$ cat config.mk
export PLATFORM = sky130hd
export DESIGN_NAME = dbg_run_ctl
export DESIGN_NICKNAME = d
export VERILOG_FILES = /design/src/rtl/dbg_rc_pkg.sv /design/src/rtl/dbg_rc_ctrl.sv /design/src/rtl/dbg_rc_flags.sv /design/src/rtl/dbg_rc_view.sv /design/src/rtl/dbg_run_ctl.sv
export SDC_FILE = /design/constraint.sdc
export NUM_CORES = 1
export LEC_CHECK = 0
export BUFFER_PORTS_ARGS = -buffer_cell sky130_fd_sc_hd__clkbuf_2
export CELL_PAD_IN_SITES_DETAIL_PLACEMENT = 0
export CELL_PAD_IN_SITES_GLOBAL_PLACEMENT = 1
export CORE_MARGIN = 2
export CORE_UTILIZATION = 34
export DETAILED_ROUTE_END_ITERATION = 8
export PLACE_DENSITY = 0.83
export SYNTH_ARGS = -nofsm -noshare
export SYNTH_HDL_FRONTEND = slang
export SYNTH_SLANG_ARGS = --single-unit
$ cat constraint.sdc
create_clock -name clk -period 2.6 [get_ports clk]
set_clock_uncertainty 0.05 [all_clocks]
set_input_delay 0.52 -clock clk [delete_from_list [all_inputs] [get_ports clk]]
set_output_delay 0.52 -clock clk [all_outputs]
set_load 0.02 [all_outputs]
$ cat src/rtl/dbg_rc_pkg.sv
package dbg_rc_pkg;

    localparam int ADDR_W = 7;
    localparam int DATA_W = 32;
    localparam int SEL_W  = 10;

    localparam logic [ADDR_W-1:0] A_CTRL = 7'h10;
    localparam logic [ADDR_W-1:0] A_STAT = 7'h11;
    localparam logic [1:0]        HSUM_TOP = 2'b10;   // addr[6:5] of 0x40..0x5f

    localparam logic [3:0] STAT_VERSION = 4'd2;

    // control word bit positions (decoded by debugger software)
    localparam int B_HALT   = 31;
    localparam int B_RESUME = 30;
    localparam int B_HRST   = 29;
    localparam int B_ACKRST = 28;
    localparam int B_SEL_LO = 16;
    localparam int B_NDM    = 1;
    localparam int B_ACTIVE = 0;

    typedef struct packed {
        logic             haltreq;
        logic             resumereq;
        logic             hartreset;
        logic [SEL_W-1:0] sel;
        logic             ndmreset;
        logic             active;
    } ctrl_t;

    typedef struct packed {
        logic havereset;
        logic resumeack;
        logic absent;
        logic unavail;
        logic running;
        logic halted;
    } hart_view_t;

    function automatic logic [DATA_W-1:0] pack_ctrl(input ctrl_t c);
        logic [DATA_W-1:0] w;
        w = '0;
        w[B_HALT]                    = c.haltreq;
        w[B_RESUME]                  = c.resumereq;
        w[B_HRST]                    = c.hartreset;
        w[B_SEL_LO +: SEL_W]         = c.sel;
        w[B_NDM]                     = c.ndmreset;
        w[B_ACTIVE]                  = c.active;
        return w;
    endfunction

    // one selected hart: each "any" and "all" pair carries the same flag
    function automatic logic [DATA_W-1:0] pack_stat(input hart_view_t v);
        logic [DATA_W-1:0] w;
        w = '0;
        w[3:0]   = STAT_VERSION;
        w[9:8]   = {2{v.halted}};
        w[11:10] = {2{v.running}};
        w[13:12] = {2{v.unavail}};
        w[15:14] = {2{v.absent}};
        w[17:16] = {2{v.resumeack}};
        w[19:18] = {2{v.havereset}};
        return w;
    endfunction

endpackage

$ cat src/rtl/dbg_rc_ctrl.sv
module dbg_rc_ctrl
    import dbg_rc_pkg::*;
#(
    parameter bit HART_RESET_EN = 1'b1
) (
    input  logic              clk,
    input  logic              rst,
    input  logic              wr_en,
    input  logic [DATA_W-1:0] wdata,
    output ctrl_t             ctrl_q,
    output logic              resume_go,
    output logic              ack_rst
);

    logic unused_wbits;
    assign unused_wbits = ^{wdata[27:26], wdata[15:2]};

    logic wr_live;
    assign wr_live   = wr_en && wdata[B_ACTIVE];
    assign resume_go = wr_live && wdata[B_RESUME] && !wdata[B_HALT];
    assign ack_rst   = wr_live && wdata[B_ACKRST];

    always_ff @(posedge clk) begin
        if (rst) begin
            ctrl_q <= '0;
        end else if (wr_en) begin
            if (!wdata[B_ACTIVE]) begin
                ctrl_q <= '0;
            end else begin
                ctrl_q.active    <= 1'b1;
                ctrl_q.ndmreset  <= wdata[B_NDM];
                ctrl_q.sel       <= wdata[B_SEL_LO +: SEL_W];
                ctrl_q.haltreq   <= wdata[B_HALT];
                ctrl_q.resumereq <= wdata[B_RESUME] && !wdata[B_HALT];
                ctrl_q.hartreset <= HART_RESET_EN ? wdata[B_HRST] : 1'b0;
            end
        end
    end

    AST_IDLE_FIELDS_ZERO: assert property (@(posedge clk) disable iff (rst)
        !ctrl_q.active |-> (ctrl_q == '0)) else $error("inactive control holds a field");

    AST_RESUME_EXCLUDES_HALT: assert property (@(posedge clk) disable iff (rst)
        ctrl_q.resumereq |-> !ctrl_q.haltreq) else $error("resume stored with halt");

    generate
        if (!HART_RESET_EN) begin : g_no_hrst
            AST_HRST_ABSENT: assert property (@(posedge clk) disable iff (rst)
                wr_en |=> !ctrl_q.hartreset) else $error("hart reset stored while absent");
        end
    endgenerate

endmodule

$ cat src/rtl/dbg_rc_flags.sv
module dbg_rc_flags
    import dbg_rc_pkg::*;
#(
    parameter int NUM_HARTS = 8
) (
    input  logic                 clk,
    input  logic                 rst,
    input  logic                 active,
    input  logic [SEL_W-1:0]     wr_sel,
    input  logic                 resume_go,
    input  logic                 ack_rst,
    input  logic [NUM_HARTS-1:0] hart_rst,
    input  logic                 ndm_rst,
    input  logic [NUM_HARTS-1:0] rst_evt,
    input  logic [NUM_HARTS-1:0] running,
    output logic [NUM_HARTS-1:0] havereset,
    output logic [NUM_HARTS-1:0] resumeack,
    output logic [NUM_HARTS-1:0] pending
);

    genvar h;
    generate
        for (h = 0; h < NUM_HARTS; h++) begin : g_hart
            logic picked;
            logic rst_seen;
            assign picked   = (wr_sel == SEL_W'(h));
            assign rst_seen = hart_rst[h] || ndm_rst || rst_evt[h];

            always_ff @(posedge clk) begin
                if (rst) begin
                    havereset[h] <= 1'b1;
                end else if (rst_seen) begin
                    havereset[h] <= 1'b1;
                end else if (ack_rst && picked) begin
                    havereset[h] <= 1'b0;
                end
            end

            always_ff @(posedge clk) begin
                if (rst) begin
                    pending[h]   <= 1'b0;
                    resumeack[h] <= 1'b0;
                end else if (resume_go && picked) begin
                    pending[h]   <= 1'b1;
                    resumeack[h] <= 1'b0;
                end else if (!active) begin
                    pending[h]   <= 1'b0;
                end else if (pending[h] && running[h]) begin
                    pending[h]   <= 1'b0;
                    resumeack[h] <= 1'b1;
                end
            end

            AST_HAVERESET_AFTER_RST: assert property (@(posedge clk) disable iff (rst)
                rst_seen |=> havereset[h]) else $error("reset not recorded");

            AST_ACK_NEEDS_RUN: assert property (@(posedge clk) disable iff (rst)
                $rose(resumeack[h]) |-> $past(running[h])) else $error("ack without run");
        end
    endgenerate

endmodule

$ cat src/rtl/dbg_rc_view.sv
module dbg_rc_view
    import dbg_rc_pkg::*;
#(
    parameter int NUM_HARTS = 8
) (
    input  logic [SEL_W-1:0]     sel,
    input  logic [4:0]           hsum_word,
    input  logic [NUM_HARTS-1:0] halted,
    input  logic [NUM_HARTS-1:0] running,
    input  logic [NUM_HARTS-1:0] unavail,
    input  logic [NUM_HARTS-1:0] havereset,
    input  logic [NUM_HARTS-1:0] resumeack,
    output hart_view_t           view,
    output logic [DATA_W-1:0]    hsum
);

    always_comb begin
        view        = '0;
        view.absent = 1'b1;
        for (int h = 0; h < NUM_HARTS; h++) begin
            if (sel == SEL_W'(h)) begin
                view.absent    = 1'b0;
                view.halted    = halted[h];
                view.running   = running[h];
                view.unavail   = unavail[h];
                view.havereset = havereset[h];
                view.resumeack = resumeack[h];
            end
        end
    end

    always_comb begin
        hsum = '0;
        for (int h = 0; h < NUM_HARTS; h++) begin
            if (hsum_word == 5'(h / 32)) begin
                hsum[h % 32] = halted[h];
            end
        end
    end

endmodule

$ cat src/rtl/dbg_run_ctl.sv
module dbg_run_ctl
    import dbg_rc_pkg::*;
#(
    parameter int NUM_HARTS      = 8,
    parameter bit HAS_HART_RESET = 1'b1
) (
    input  logic                 clk,
    input  logic                 rst,
    input  logic                 req_valid,
    input  logic                 req_write,
    input  logic [6:0]           req_addr,
    input  logic [31:0]          req_wdata,
    output logic                 rsp_valid,
    output logic [31:0]          rsp_rdata,
    input  logic [NUM_HARTS-1:0] hart_halted,
    input  logic [NUM_HARTS-1:0] hart_running,
    input  logic [NUM_HARTS-1:0] hart_unavail,
    input  logic [NUM_HARTS-1:0] hart_rst_evt,
    output logic [NUM_HARTS-1:0] halt_req,
    output logic [NUM_HARTS-1:0] resume_req,
    output logic [NUM_HARTS-1:0] hart_rst,
    output logic                 ndm_rst
);

    ctrl_t                ctrl_q;
    logic                 ctrl_wr, resume_go, ack_rst;
    logic [NUM_HARTS-1:0] havereset, resumeack, pending;
    hart_view_t           view;
    logic [DATA_W-1:0]    hsum, rd_word;

    assign ctrl_wr = req_valid && req_write && (req_addr == A_CTRL);

    dbg_rc_ctrl #(.HART_RESET_EN(HAS_HART_RESET)) u_ctrl (
        .clk(clk), .rst(rst), .wr_en(ctrl_wr), .wdata(req_wdata),
        .ctrl_q(ctrl_q), .resume_go(resume_go), .ack_rst(ack_rst)
    );

    dbg_rc_flags #(.NUM_HARTS(NUM_HARTS)) u_flags (
        .clk(clk), .rst(rst), .active(ctrl_q.active),
        .wr_sel(req_wdata[B_SEL_LO +: SEL_W]),
        .resume_go(resume_go), .ack_rst(ack_rst),
        .hart_rst(hart_rst), .ndm_rst(ndm_rst), .rst_evt(hart_rst_evt),
        .running(hart_running),
        .havereset(havereset), .resumeack(resumeack), .pending(pending)
    );

    dbg_rc_view #(.NUM_HARTS(NUM_HARTS)) u_view (
        .sel(ctrl_q.sel), .hsum_word(req_addr[4:0]),
        .halted(hart_halted), .running(hart_running), .unavail(hart_unavail),
        .havereset(havereset), .resumeack(resumeack),
        .view(view), .hsum(hsum)
    );

    genvar h;
    generate
        for (h = 0; h < NUM_HARTS; h++) begin : g_out
            logic here;
            assign here          = (ctrl_q.sel == SEL_W'(h));
            assign halt_req[h]   = ctrl_q.haltreq && here;
            assign hart_rst[h]   = ctrl_q.hartreset && here;
            assign resume_req[h] = pending[h];
        end
    endgenerate

    assign ndm_rst = ctrl_q.ndmreset;

    always_comb begin
        rd_word = '0;
        if (req_addr == A_CTRL)            rd_word = pack_ctrl(ctrl_q);
        else if (req_addr == A_STAT)       rd_word = pack_stat(view);
        else if (req_addr[6:5] == HSUM_TOP) rd_word = hsum;
    end

    always_ff @(posedge clk) begin
        if (rst) begin
            rsp_valid <= 1'b0;
            rsp_rdata <= '0;
        end else begin
            rsp_valid <= req_valid;
            rsp_rdata <= (req_valid && !req_write) ? rd_word : '0;
        end
    end

    AST_RSP_FOLLOWS_REQ: assert property (@(posedge clk) disable iff (rst)
        req_valid |=> rsp_valid) else $error("missing response");

    AST_ONE_HALT_TARGET: assert property (@(posedge clk) disable iff (rst)
        $onehot0(halt_req)) else $error("several halt targets");

    AST_HRST_ONE_TARGET: assert property (@(posedge clk) disable iff (rst)
        $onehot0(hart_rst)) else $error("several reset targets");

endmodule

Yosys cells after proc, flatten, opt, wreduce, memory -nomap -nowiden
Cells that the tools add are included.
- muxes and demuxes: 44
- equality and inequality tests: 25
- bitwise gates (word level): 3
- reductions and logical operators: 97
- operator list (operator ; count):
    10-bit by 3-bit == test with 1-bit output (second input constant) ; 8
    1-bit logical AND ; 48
    6-bit two-way mux ; 8
    10-bit by 2-bit == test with 1-bit output (second input constant) ; 4
    2-bit OR reduction ; 17
    1-bit two-way mux ; 32
    32-bit two-way mux ; 1
    3-bit by 1-bit != test with 1-bit output (second input constant) ; 8
    10-bit by 1-bit == test with 1-bit output (second input constant) ; 2
    10-bit logical NOT ; 2
    20-bit two-way mux ; 1
    1-bit logical OR ; 16
    2-bit AND reduction ; 8
    15-bit two-way mux ; 1
    7-bit by 5-bit == test with 1-bit output (second input constant) ; 2
    8-bit two-way mux ; 1
    6-bit OR reduction ; 1
    5-bit logical NOT ; 1
    4-bit OR reduction ; 1
    1-bit NOT ; 3
    3-bit OR reduction ; 1
    2-bit == test (second input constant) ; 1
    1-bit logical NOT ; 2
- bits in registers: 72
- input bits: 75
- logic and storage cells: 204
- output and inout port bits: 58

Logic depth before layout (Yosys ltp)
Gate-level depths: netlist of run 1.
- depth in word-level cells: 11
- mapped depth: 6
- depth with buffers taken out: 4

By module
From an unflattened synthesis of run 1, not the netlist that was laid out.
- cells, all modules: 395
- area, all modules: 3613.5 µm²
- modules (own cells, without submodules) (module ; cells each ; area an instance (µm²) ; times used ; seq. area each (µm²)):
    dbg_run_ctl ; 135 ; 1243.7 ; 1 ; 660.6
    dbg_rc_flags ; 113 ; 1013.5 ; 1 ; 480.5
    dbg_rc_ctrl ; 68 ; 737.0 ; 1 ; 300.3
    dbg_rc_view ; 79 ; 619.3 ; 1 ; 0.0

Least setup slack after synthesis of run 1
No wires, ideal clock.
- kind: in2reg
- start: in req_addr[5]
- end: reg u_flags.resumeack[0]
- setup time: 0.137 ns
- data arrival time: 2.115 ns
- slack: 0.298 ns
- cell stages on the path: 5
- cells stage by stage: or3_1 or4_4 buf_6 nor4b_4 a211oi_1
- word-level cells in the longest chain between the ends: 7
- ends and longest elaborated chain (what ; line ; RTL):
    start, declared ; dbg_run_ctl.sv:11 ; input logic [6:0] req_addr,
    7-bit by 5-bit == test with 1-bit output ; dbg_run_ctl.sv:31 ; assign ctrl_wr = req_valid && req_write && (req_addr == A_CTRL);
    1-bit logical AND ; dbg_run_ctl.sv:31 ;
    1-bit logical AND ; dbg_rc_ctrl.sv:19 ; assign wr_live = wr_en && wdata[B_ACTIVE];
    1-bit logical AND (2 in a row) ; dbg_rc_ctrl.sv:20 ; assign resume_go = wr_live && wdata[B_RESUME] && !wdata[B_HALT];
    1-bit logical AND ; dbg_rc_flags.sv:43 ; end else if (resume_go && picked) begin
    2-bit OR reduction (no line) ; -- ;
    end signal, assigned by index ; dbg_rc_flags.sv:42 ; resumeack[h] <= 1'b0;
    end signal, assigned by index ; dbg_rc_flags.sv:45 ; resumeack[h] <= 1'b0;
    end signal, assigned by index ; dbg_rc_flags.sv:50 ; resumeack[h] <= 1'b1;
    end, declared ; dbg_rc_flags.sv:17 ; output logic [NUM_HARTS-1:0] resumeack,
No other way between the ends.
A chain may end at the register's enable or synchronous reset.

Worst setup path after layout of run 1
- start: reg u_ctrl.ctrl_q[6] (netlist name)
- end: out hart_rst[5]
- word-level cells in the longest chain between the ends: 2
- ends and longest elaborated chain (what ; line ; RTL):
    10-bit by 3-bit == test with 1-bit output ; dbg_run_ctl.sv:58 ; assign here = (ctrl_q.sel == SEL_W'(h));
    1-bit logical AND ; dbg_run_ctl.sv:60 ; assign hart_rst[h] = ctrl_q.hartreset && here;
    end, declared ; dbg_run_ctl.sv:21 ; output logic [NUM_HARTS-1:0] hart_rst,
No other way between the ends.

==> reports/results.ini, run 1 <==
[status]
run_status = completed

[power]
powerDensity_mw_per_mm2 = 515
vdd.ir_drop.worst_mv = 0.215
power.leakage_nw = 1.62

[worst_setup_path]
setup.worst_path.end_class = primary output
reg2reg_depth = 4
ff2ff_setup_slack_ns = 0.35
worst-path-max-fanout = 6
critical_path.startpoint_type = flop
r2r_start = u_ctrl.ctrl_q[6]$_SDFFE_PP0P_
regToRegEndpoint = rsp_rdata[9]$_SDFF_PP0_
critPathArrivalTime_ns = 1.82
worst-setup-path-type = flop to primary output
data_required_time_of_the_worst_path_ns = 2.03

[grt]
grt_remaining_overflow = 0
pin_count_of_the_biggest_net_entering_global_routing = 45
grt_pass1_wl_mm = 13.6
grt_util_all_layers_pct = 18.0
antenna_violations_before_repair = 0
first_global_vias = 2699

[finish]
post_route_cells_drive_above_1_share_pct = 34.7
most_frequent_cells_in_the_layout = clkbuf_2 (113), dfxtp_1 (65), nor2_1 (36)
area_delta_synth_final_pct = 30.0
most_common_library_cell_in_the_layout_ignoring_fill_and_taps = clkbuf_2
nNetsFinal = 519
n_antenna_cell = 0

[logic_synthesis]
synth.cell_area_mm2 = 0.00295
synth.yosys.seq_area_share_pct = 44.1
synthDominantCellAreaShare_pct = 44.1
synth-edff-count = 0
ys_warn_count = 0
synth_ff_type = dfxtp_1
synth.top_cells.by_area = dfxtp_1 (44%), nor2_1 (4.6%), mux4_2 (3.8%)
yosys.cell_types.count = 46
synth_largest_area_cell = dfxtp_1
async_flop_share_pct = 0
postSynthRegisterBits = 65
synthCells = 329
synthesis.area_per_instance_um2 = 8.96

[route]
routed_wire_length_per_instance_um = 15.3
ant_nets = 0
postRouteWirelength_mm = 8.47
detail_route.drc_violations = 0
dr.first_iter.drc_count = 111
via_cell_ratio = 5.15
vias = 2852
drtPass1Iterations = 4

[clocking]
cts.repair_timing.setup_buffer_count = 0
cts.clk_slew.worst_paths_ns = 0.07
cts_hold_buffers = 0
clock_tree_from_tritoncts = built
clock_sink_count = 65
cts-buffers-inserted = 9
cts_buffer_depth = 2
cts.htree.levels = 3
cts.root.buffer_cell = clkbuf_8
clkLatencyLatePin_ns = 0.34
cts_repair_resize_count = 0

[floorplan]
core-area_mm2 = 0.00830
floorplan.die.width_um = 97.1
io_pins = 133
initial_core_util_pct = 35.5
rows = 33
floorplan.die.height_um = 97.1
fp.dieArea_mm2 = 0.00944

[timing]
report.final.slew_viol_count = 0
setup_ws_ns = 0.212
relSlewSlack_pct = 55.2
final.min_clock_period_ns = 2.39
totalNegativeSetupSlack_ns = 0
tightest_slew_ns = 0.672
timing.fmax_ghz = 0.419
rsz0062_at_grt = no
setup_viol_count_final = 0
number_of_hold_violations_in_the_final_report = 0
post-route-period-util_pct = 91.8

[hold_path]
min_from = hart_rst_evt[3]
timing.hold.worst_endpoint = u_flags.havereset[3]$_SDFFE_PP1P_
hold_path_class = input pin to flop
hold_path_cell_cnt = 3

[placement]
hpwlAfterDp_mm = 6.54
buffer_ports.inserted = 113
post-place-ws_ns = 0.187
routabilityCongestion = 0.826

[flow_run]
max-cap-violations = 0

[flip-flops by register name, summed over array words and instances (netlist names)]
signal             count
u_flags.havereset      8
u_flags.pending        8
rsp_rdata             25
u_ctrl.ctrl_q         15
u_flags.resumeack      8
rsp_valid              1
[per-layer routing]
metal / track usage, % / vias to the layer above / part of all wire, %
met5: 0 / - / 0
met4: 7.04 / 0 / 1.4
met3: 3.67 / 11 / 6.8
met2: 27.2 / 116 / 44
met1: 25.1 / 1303 / 47
li1: - / 1422 / -
[final cells by class]
type / count / area (um^2)
multi-input cells: 237 / 1520
clock buffers: 11 / 141
flip-flops and latches: 65 / 1300
clock inverters: 5 / 55.1
inverters: 3 / 11.3
repair buffers: 128 / 678
well taps: 105 / 131
fillers: 840 / 4460
[worst max-delay path by stage]
| stage | from | end | slack, ns | depth (start not counted) |
|---|---|---|---|---|
| 2_1_floorplan | req_addr[5] | u_flags.resumeack[0]$_SDFFE_PP0P_ | 0.30 | 5 |
| 3_3_place_gp | req_addr[6] | u_flags.resumeack[0]$_SDFFE_PP0P_ | 0.20 | 6 |
| 3_5_place_dp | req_addr[6] | u_flags.havereset[6]$_SDFFE_PP1P_ | 0.19 | 5 |
| 4_1_cts | u_ctrl.ctrl_q[6]$_SDFFE_PP0P_ | hart_rst[6] | 0.22 | 4 |
| 5_1_grt | u_ctrl.ctrl_q[6]$_SDFFE_PP0P_ | hart_rst[2] | 0.07 | 4 |
| 6_report | u_ctrl.ctrl_q[6]$_SDFFE_PP0P_ | hart_rst[5] | 0.21 | 4 |
[cells in the mapped netlist (5+ instances only)]
cell type / count
dfxtp_1: 65
a211oi_1: 8
nand2b_1: 7
and2_1: 16
a32o_1: 8
a21oi_1: 15
buf_4: 7
mux4_2: 5
nand3b_1: 10
nor2_1: 36
nand2_1: 30
clkbuf_1: 14
a31oi_1: 8
nand3_1: 18
nor3_1: 11
o31ai_1: 6
nor2b_1: 7
mux2i_1: 5
[worst max-delay path, stage by stage, from the launching register on]
cell and delay [ns]:
dfxtp_1 0.34, nor4_4 0.50, nand3b_1 0.24, nor2_1 0.20, clkbuf_2 0.20
[cell families (layout without fill, tap and decap cells)]
group                  Yosys count  count (layout)  synth area share, %
AND/OR/NAND/NOR                155             155                 28.7
AO/OA/AOI/OAI                   67              67                 15.9
flip-flops                      65              65                 44.1
buffers and inverters           29             147                 4.92
multiplexers                    12              12                 6.28
other                            1               3                0.127
[per-stage QoR]
stage | hold WS [ns] | std cells | power, W | area [um^2] | util (%)
global route | 0.338 | 554 | 0.00205 | 3830 | 46.2
floorplan | 0.377 | 331 | 0.00107 | 2960 | -
detailed placement | 0.390 | 538 | 0.00115 | 3640 | 43.8
CTS | 0.327 | 554 | 0.00199 | 3830 | 46.2
finish | 0.337 | 554 | 0.00198 | 3830 | 46.2
global placement | 0.386 | 538 | 0.00115 | 3640 | 43.8
[power by group]
group	internal, W	leakage, nW	switching [W]	total, W
combinational	0.0000543	1.00	0.0000726	0.000127
sequential	0.000996	0.524	0.000000537	0.000997
clock	0.000466	0.0953	0.000387	0.000852
total	0.00152	1.62	0.000460	0.00198
Power figures use the tool's default switching activity.
==> run 2, diff against run 1 <==
--- a/config.mk
+++ b/config.mk
@@ -6,12 +6,10 @@
 export NUM_CORES = 1
 export LEC_CHECK = 0
 export BUFFER_PORTS_ARGS = -buffer_cell sky130_fd_sc_hd__clkbuf_2
-export CELL_PAD_IN_SITES_DETAIL_PLACEMENT = 0
-export CELL_PAD_IN_SITES_GLOBAL_PLACEMENT = 1
 export CORE_MARGIN = 2
-export CORE_UTILIZATION = 34
+export CORE_UTILIZATION = 40
 export DETAILED_ROUTE_END_ITERATION = 8
-export PLACE_DENSITY = 0.83
+export PLACE_DENSITY = 0.73
 export SYNTH_ARGS = -nofsm -noshare
 export SYNTH_HDL_FRONTEND = slang
 export SYNTH_SLANG_ARGS = --single-unit
==> reports/results.ini, run 2 (same netlist as run 1, synthesis figures left out) <==
[grt]
grt_remaining_overflow = 0  ; unchanged
pin_count_of_the_biggest_net_entering_global_routing = 45  ; unchanged
grt_pass1_wl_mm = 12.9  ; -4.7%
grt_util_all_layers_pct = 20.1  ; +2.2 points
antenna_violations_before_repair = 0  ; unchanged
first_global_vias = 2551  ; -5.5%

[route]
postRouteWirelength_mm = 8.03  ; -5.3%
dr.first_iter.drc_count = 180  ; +62%
via_cell_ratio = 5.20  ; +1.0%
detail_route.drc_violations = 0  ; unchanged
vias = 2839  ; -0.46%
drtPass1Iterations = 4  ; unchanged
ant_nets = 0  ; unchanged
routed_wire_length_per_instance_um = 14.7  ; -3.9%

[finish]
most_frequent_cells_in_the_layout = clkbuf_2 (113), dfxtp_1 (65), nor2_1 (36)
area_delta_synth_final_pct = 29.5
fin_util_pct = 52.9  ; +6.7 points
filler_cell_count = 712  ; -15%
largest_registers = rsp_rdata (25), u_ctrl.ctrl_q (15)
seqCellArea_mm2 = 0.00130  ; unchanged
multiInputGateArea_mm2 = 0.00152  ; unchanged
post_route_cells_drive_above_1_share_pct = 33.8  ; -0.96 points
nNetsFinal = 517  ; -0.39%
most_common_library_cell_in_the_layout_ignoring_fill_and_taps = clkbuf_2
registers.top_by_ff_count = rsp_rdata
n_antenna_cell = 0  ; unchanged
largest_register_ffs = 25  ; unchanged

[floorplan]
rows = 31  ; -6.1%
core-area_mm2 = 0.00721  ; -13%
floorplan.die.height_um = 89.9  ; -7.5%
io_pins = 133  ; unchanged
fp.dieArea_mm2 = 0.00808  ; -14%
floorplan.die.width_um = 89.9  ; -7.5%
initial_core_util_pct = 40.9  ; +5.3 points

[worst_setup_path]
critical_path.startpoint_type = flop
setup.worst_path.end_class = primary output
data_required_time_of_the_worst_path_ns = 2.03  ; about the same
worst-path-max-fanout = 6  ; unchanged
cpPeakStageDelay_ns = 0.45  ; -0.05 ns
reg2reg_depth = 5  ; +1
critical-path-slowest-cell = nor4_4
worst-setup-path-type = flop to primary output
r2r_start = u_ctrl.ctrl_q[6]$_SDFFE_PP0P_
cp_cell_sequence = nor4_4 -> nand3_1 -> nor2_1 -> clkbuf_2
critPathArrivalTime_ns = 1.77  ; -0.05 ns
regToRegEndpoint = rsp_rdata[13]$_SDFF_PP0_
ff2ff_setup_slack_ns = 0.51  ; +0.16 ns

[clocking]
cts.htree.levels = 3  ; unchanged
clock_sink_count = 65  ; unchanged
cts_repair_resize_count = 0  ; unchanged
cts.root.buffer_cell = clkbuf_8
cts_buffer_depth = 2  ; unchanged
cts.clk_slew.worst_paths_ns = 0.07  ; about the same
clkLatencyLatePin_ns = 0.34  ; about the same
clock_tree_from_tritoncts = built
cts-buffers-inserted = 9  ; unchanged
cts_hold_buffers = 0  ; unchanged
cts.repair_timing.setup_buffer_count = 0  ; unchanged

[timing]
number_of_hold_violations_in_the_final_report = 0  ; unchanged
totalNegativeSetupSlack_ns = 0  ; unchanged
report.final.slew_viol_count = 0  ; unchanged
final.min_clock_period_ns = 2.34  ; -0.0520 ns
relSlewSlack_pct = 57.2  ; +2.0 points
rsz0062_at_grt = no
timing.fmax_ghz = 0.428  ; +2.2%
setup_ws_ns = 0.264  ; +0.0520 ns
post-route-period-util_pct = 89.8  ; -2.0 points
setup_viol_count_final = 0  ; unchanged
tightest_slew_ns = 0.642  ; -0.0301 ns

[hold_path]
hold_path_cell_cnt = 3  ; unchanged
timing.hold.worst_endpoint = u_flags.havereset[0]$_SDFFE_PP1P_
min_from = hart_rst_evt[0]
hold_path_class = input pin to flop

[power]
powerDensity_mw_per_mm2 = 534  ; +3.7%
power.leakage_nw = 1.62  ; -0.28%
vdd.ir_drop.worst_mv = 0.226  ; +5.1%

[placement]
buffer_ports.inserted = 113  ; unchanged
routabilityCongestion = 0.826  ; about the same
post-place-ws_ns = 0.129  ; -0.0578 ns
hpwlAfterDp_mm = 6.07  ; -7.2%

[status]
run_status = completed

[flow_run]
max-cap-violations = 0  ; unchanged

-- run 2: cell count changes in the layout (fill, tap and decap cells not counted), sizes merged --
cell      previous run  this run
clkinvlp             2         0
bufinv               1         2
buf                 15        13
clkinv               2         1
clkbuf             124       126
-- run 2: routing by layer --
layer / global-route usage (%) / routed length (um)
met1: 27.5 / 3620
met2: 31.6 / 3740
met3: 4.19 / 531
met4: 7.69 / 135
met5: 0 / 0
-- run 2: area by class of cell --
| cell class | count | share of cell area (%) |
|---|---|---|
| clock buffers | 13 | 3.64 |
| clock inverters | 3 | 1.70 |
| inverters | 3 | 0.295 |
| multi-input cells | 237 | 39.7 |
| flip-flops and latches | 65 | 34.1 |
| well taps | 99 | 3.24 |
| repair buffers | 126 | 17.4 |
-- run 2: worst max path at each step --
stage	from	to	slack, ns	depth (start not counted)
2_1_floorplan	req_addr[5]	u_flags.resumeack[0]$_SDFFE_PP0P_	0.30	5
3_3_place_gp	req_addr[6]	u_flags.resumeack[2]$_SDFFE_PP0P_	0.13	5
4_1_cts	u_ctrl.ctrl_q[6]$_SDFFE_PP0P_	hart_rst[7]	0.27	4
5_1_grt	u_ctrl.ctrl_q[6]$_SDFFE_PP0P_	hart_rst[6]	0.13	4
6_report	u_ctrl.ctrl_q[6]$_SDFFE_PP0P_	hart_rst[7]	0.26	4
3_5_place_dp	req_addr[6]	u_flags.resumeack[0]$_SDFFE_PP0P_	0.13	5
-- run 2: power breakdown --
group | switching, W | total [W] | internal (W)
Clock | 0.000378 | 0.000919 | 0.000540
Sequential | 0.000000486 | 0.000997 | 0.000996
Combinational | 0.0000713 | 0.000125 | 0.0000538
-- run 2: critical path: cells and delay by family, from the launching register on --
family | cells | cell delay [ns]
buffers and inverters | 1 | 0.19
flip-flops | 1 | 0.34
AND/OR/NAND/NOR | 3 | 0.89
-- run 2: stage by stage --
stage                     cell area [um^2]  std cells  power (W)  hold WS (ns)
final                                 3820        546    0.00204         0.331
after global routing                  3820        546    0.00211         0.331
after CTS                             3820        546    0.00205         0.327
after detailed placement              3620        530    0.00114         0.392
after global placement                3620        530    0.00114         0.384
after floorplan                       2960        331    0.00107         0.377
==> run 3, diff against run 2 <==
--- a/config.mk
+++ b/config.mk
@@ -8,6 +8,7 @@
 export BUFFER_PORTS_ARGS = -buffer_cell sky130_fd_sc_hd__clkbuf_2
 export CORE_MARGIN = 2
 export CORE_UTILIZATION = 40
+export CTS_BUF_LIST = sky130_fd_sc_hd__clkbuf_8
 export DETAILED_ROUTE_END_ITERATION = 8
 export PLACE_DENSITY = 0.73
 export SYNTH_ARGS = -nofsm -noshare
==> reports/results.ini, run 3 (same netlist as run 1, synthesis figures left out) <==
[finish]
fin_util_pct = 52.9  ; unchanged
post_route_cells_drive_above_1_share_pct = 33.8  ; unchanged
registers.top_by_ff_count = rsp_rdata
most_common_library_cell_in_the_layout_ignoring_fill_and_taps = clkbuf_2
largest_register_ffs = 25  ; unchanged
largest_registers = rsp_rdata (25), u_ctrl.ctrl_q (15)
fin_cells = 546  ; unchanged
area_delta_synth_final_pct = 29.5  ; unchanged
most_frequent_cells_in_the_layout = clkbuf_2 (113), dfxtp_1 (65), nor2_1 (36)
n_antenna_cell = 0  ; unchanged
nNetsFinal = 517  ; unchanged

[power]
vdd.ir_drop.worst_mv = 0.225  ; -0.23%
powerDensity_mw_per_mm2 = 531  ; -0.68%
power.leakage_nw = 1.63  ; +1.0%

[route]
routed_wire_length_per_instance_um = 14.8  ; +0.36%
drtPass1Iterations = 4  ; unchanged
ant_nets = 0  ; unchanged
detail_route.drc_violations = 0  ; unchanged
postRouteWirelength_mm = 8.05  ; +0.36%
dr.first_iter.drc_count = 182  ; +1.1%
vias = 2874  ; +1.2%
via_cell_ratio = 5.26  ; +1.2%

[grt]
pin_count_of_the_biggest_net_entering_global_routing = 45  ; unchanged
first_global_vias = 2551  ; unchanged
grt_remaining_overflow = 0  ; unchanged
grt_util_all_layers_pct = 20.1  ; unchanged
antenna_violations_before_repair = 0  ; unchanged
grt_pass1_wl_mm = 12.9  ; unchanged

[placement]
buffer_ports.inserted = 113  ; unchanged
routabilityCongestion = 0.826  ; unchanged
hpwlAfterDp_mm = 6.07  ; unchanged
post-place-cells = 530  ; unchanged
post-place-ws_ns = 0.129  ; unchanged

[worst_setup_path]
critical-path-slowest-cell = nor4_4
cpPeakStageDelay_ns = 0.46  ; about the same
critPathArrivalTime_ns = 1.78  ; about the same
cp_cell_sequence = nor4_4 -> nand3_1 -> nor2_1 -> clkbuf_2
worst-setup-path-type = flop to primary output
critical_path.startpoint_type = flop
worst-path-max-fanout = 6  ; unchanged
setup.worst_path.end_class = primary output
data_required_time_of_the_worst_path_ns = 2.03  ; about the same

[floorplan]
core-area_mm2 = 0.00721  ; unchanged
io_pins = 133  ; unchanged
floorplan.die.height_um = 89.9  ; unchanged
initial_core_util_pct = 40.9  ; unchanged
rows = 31  ; unchanged
fp.dieArea_mm2 = 0.00808  ; unchanged
floorplan.die.width_um = 89.9  ; unchanged

[clocking]
cts-buffers-inserted = 9  ; unchanged
cts.root.buffer_cell = clkbuf_8
cts_buffer_depth = 2  ; unchanged
cts.htree.levels = 3  ; unchanged
clock_tree_from_tritoncts = built
clock_sink_count = 65  ; unchanged
clkLatencyLatePin_ns = 0.34  ; about the same
cts.clk_slew.worst_paths_ns = 0.07  ; about the same
cts.repair_timing.setup_buffer_count = 0  ; unchanged
cts_repair_resize_count = 0  ; unchanged
cts_hold_buffers = 0  ; unchanged

[flow_run]
max-cap-violations = 0  ; unchanged

[timing]
tightest_slew_ns = 0.641  ; -0.000178 ns
setup_viol_count_final = 0  ; unchanged
relSlewSlack_pct = 57.2  ; about the same
report.final.slew_viol_count = 0  ; unchanged
final.min_clock_period_ns = 2.35  ; +0.0126 ns
timing.fmax_ghz = 0.426  ; -0.53%
number_of_hold_violations_in_the_final_report = 0  ; unchanged
totalNegativeSetupSlack_ns = 0  ; unchanged
post-route-period-util_pct = 90.3  ; +0.48 points
setup_ws_ns = 0.252  ; -0.0126 ns
rsz0062_at_grt = no

[hold_path]
hold_path_class = input pin to flop

[status]
run_status = completed

## run 3: cell types whose count changed in the layout (fill, tap and decap cells not counted)
cell / change
clkbuf_1: -4
inv_1: +4
## run 3: where the power goes
part	internal (W)	total, W	switching [W]
Sequential	0.000996	0.000997	0.000000487
Clock	0.000525	0.000905	0.000380
Combinational	0.0000538	0.000125	0.0000714
## run 3: routing by layer
metal  vias to the layer above  global-route usage, %  wire (um)
li1                       1413                      -          -
met1                      1323                   27.5       3650
met2                       125                   31.6       3770
met3                        13                   4.19        499
met4                         0                   7.69        134
met5                         -                      0          0
## run 3: area by class of cell
| type | instances | area, um^2 |
|---|---|---|
| Multi-Input combinational cell | 237 | 1520 |
| Clock inverter | 7 | 80.1 |
| Tap cell | 99 | 124 |
| Inverter | 3 | 11.3 |
| Sequential cell | 65 | 1300 |
| Fill cell | 712 | 3390 |
| Timing Repair Buffer | 126 | 663 |
| Clock buffer | 9 | 124 |
## run 3: path summary, 6_finish.rpt
check	start	to	slack (ns)	cells past startpoint
max	u_ctrl.ctrl_q[6]$_SDFFE_PP0P_	hart_rst[7]	0.25	4
min	hart_rst_evt[7]	u_flags.havereset[7]$_SDFFE_PP1P_	0.33	3
max reg2reg	u_ctrl.ctrl_q[6]$_SDFFE_PP0P_	rsp_rdata[13]$_SDFF_PP0_	0.48	5
min reg2reg	u_ctrl.ctrl_q[13]$_SDFFE_PP0P_	u_ctrl.ctrl_q[13]$_SDFFE_PP0P_	0.40	2
## run 3: metrics by stage
step	area (um^2)	total power [W]	hold slack [ns]
final	3820	0.00203	0.333
after global routing	3820	0.00210	0.330
after CTS	3820	0.00203	0.327
after detailed placement	3620	0.00114	0.392
after global placement	3620	0.00114	0.384
after floorplan	2960	0.00107	0.377
## run 3: worst max-delay path, delay by kind of cell, from the launching register on
| family | cells | cell delay [ns] |
|---|---|---|
| buf+inv | 1 | 0.19 |
| simple gates | 3 | 0.90 |
| flops | 1 | 0.34 |
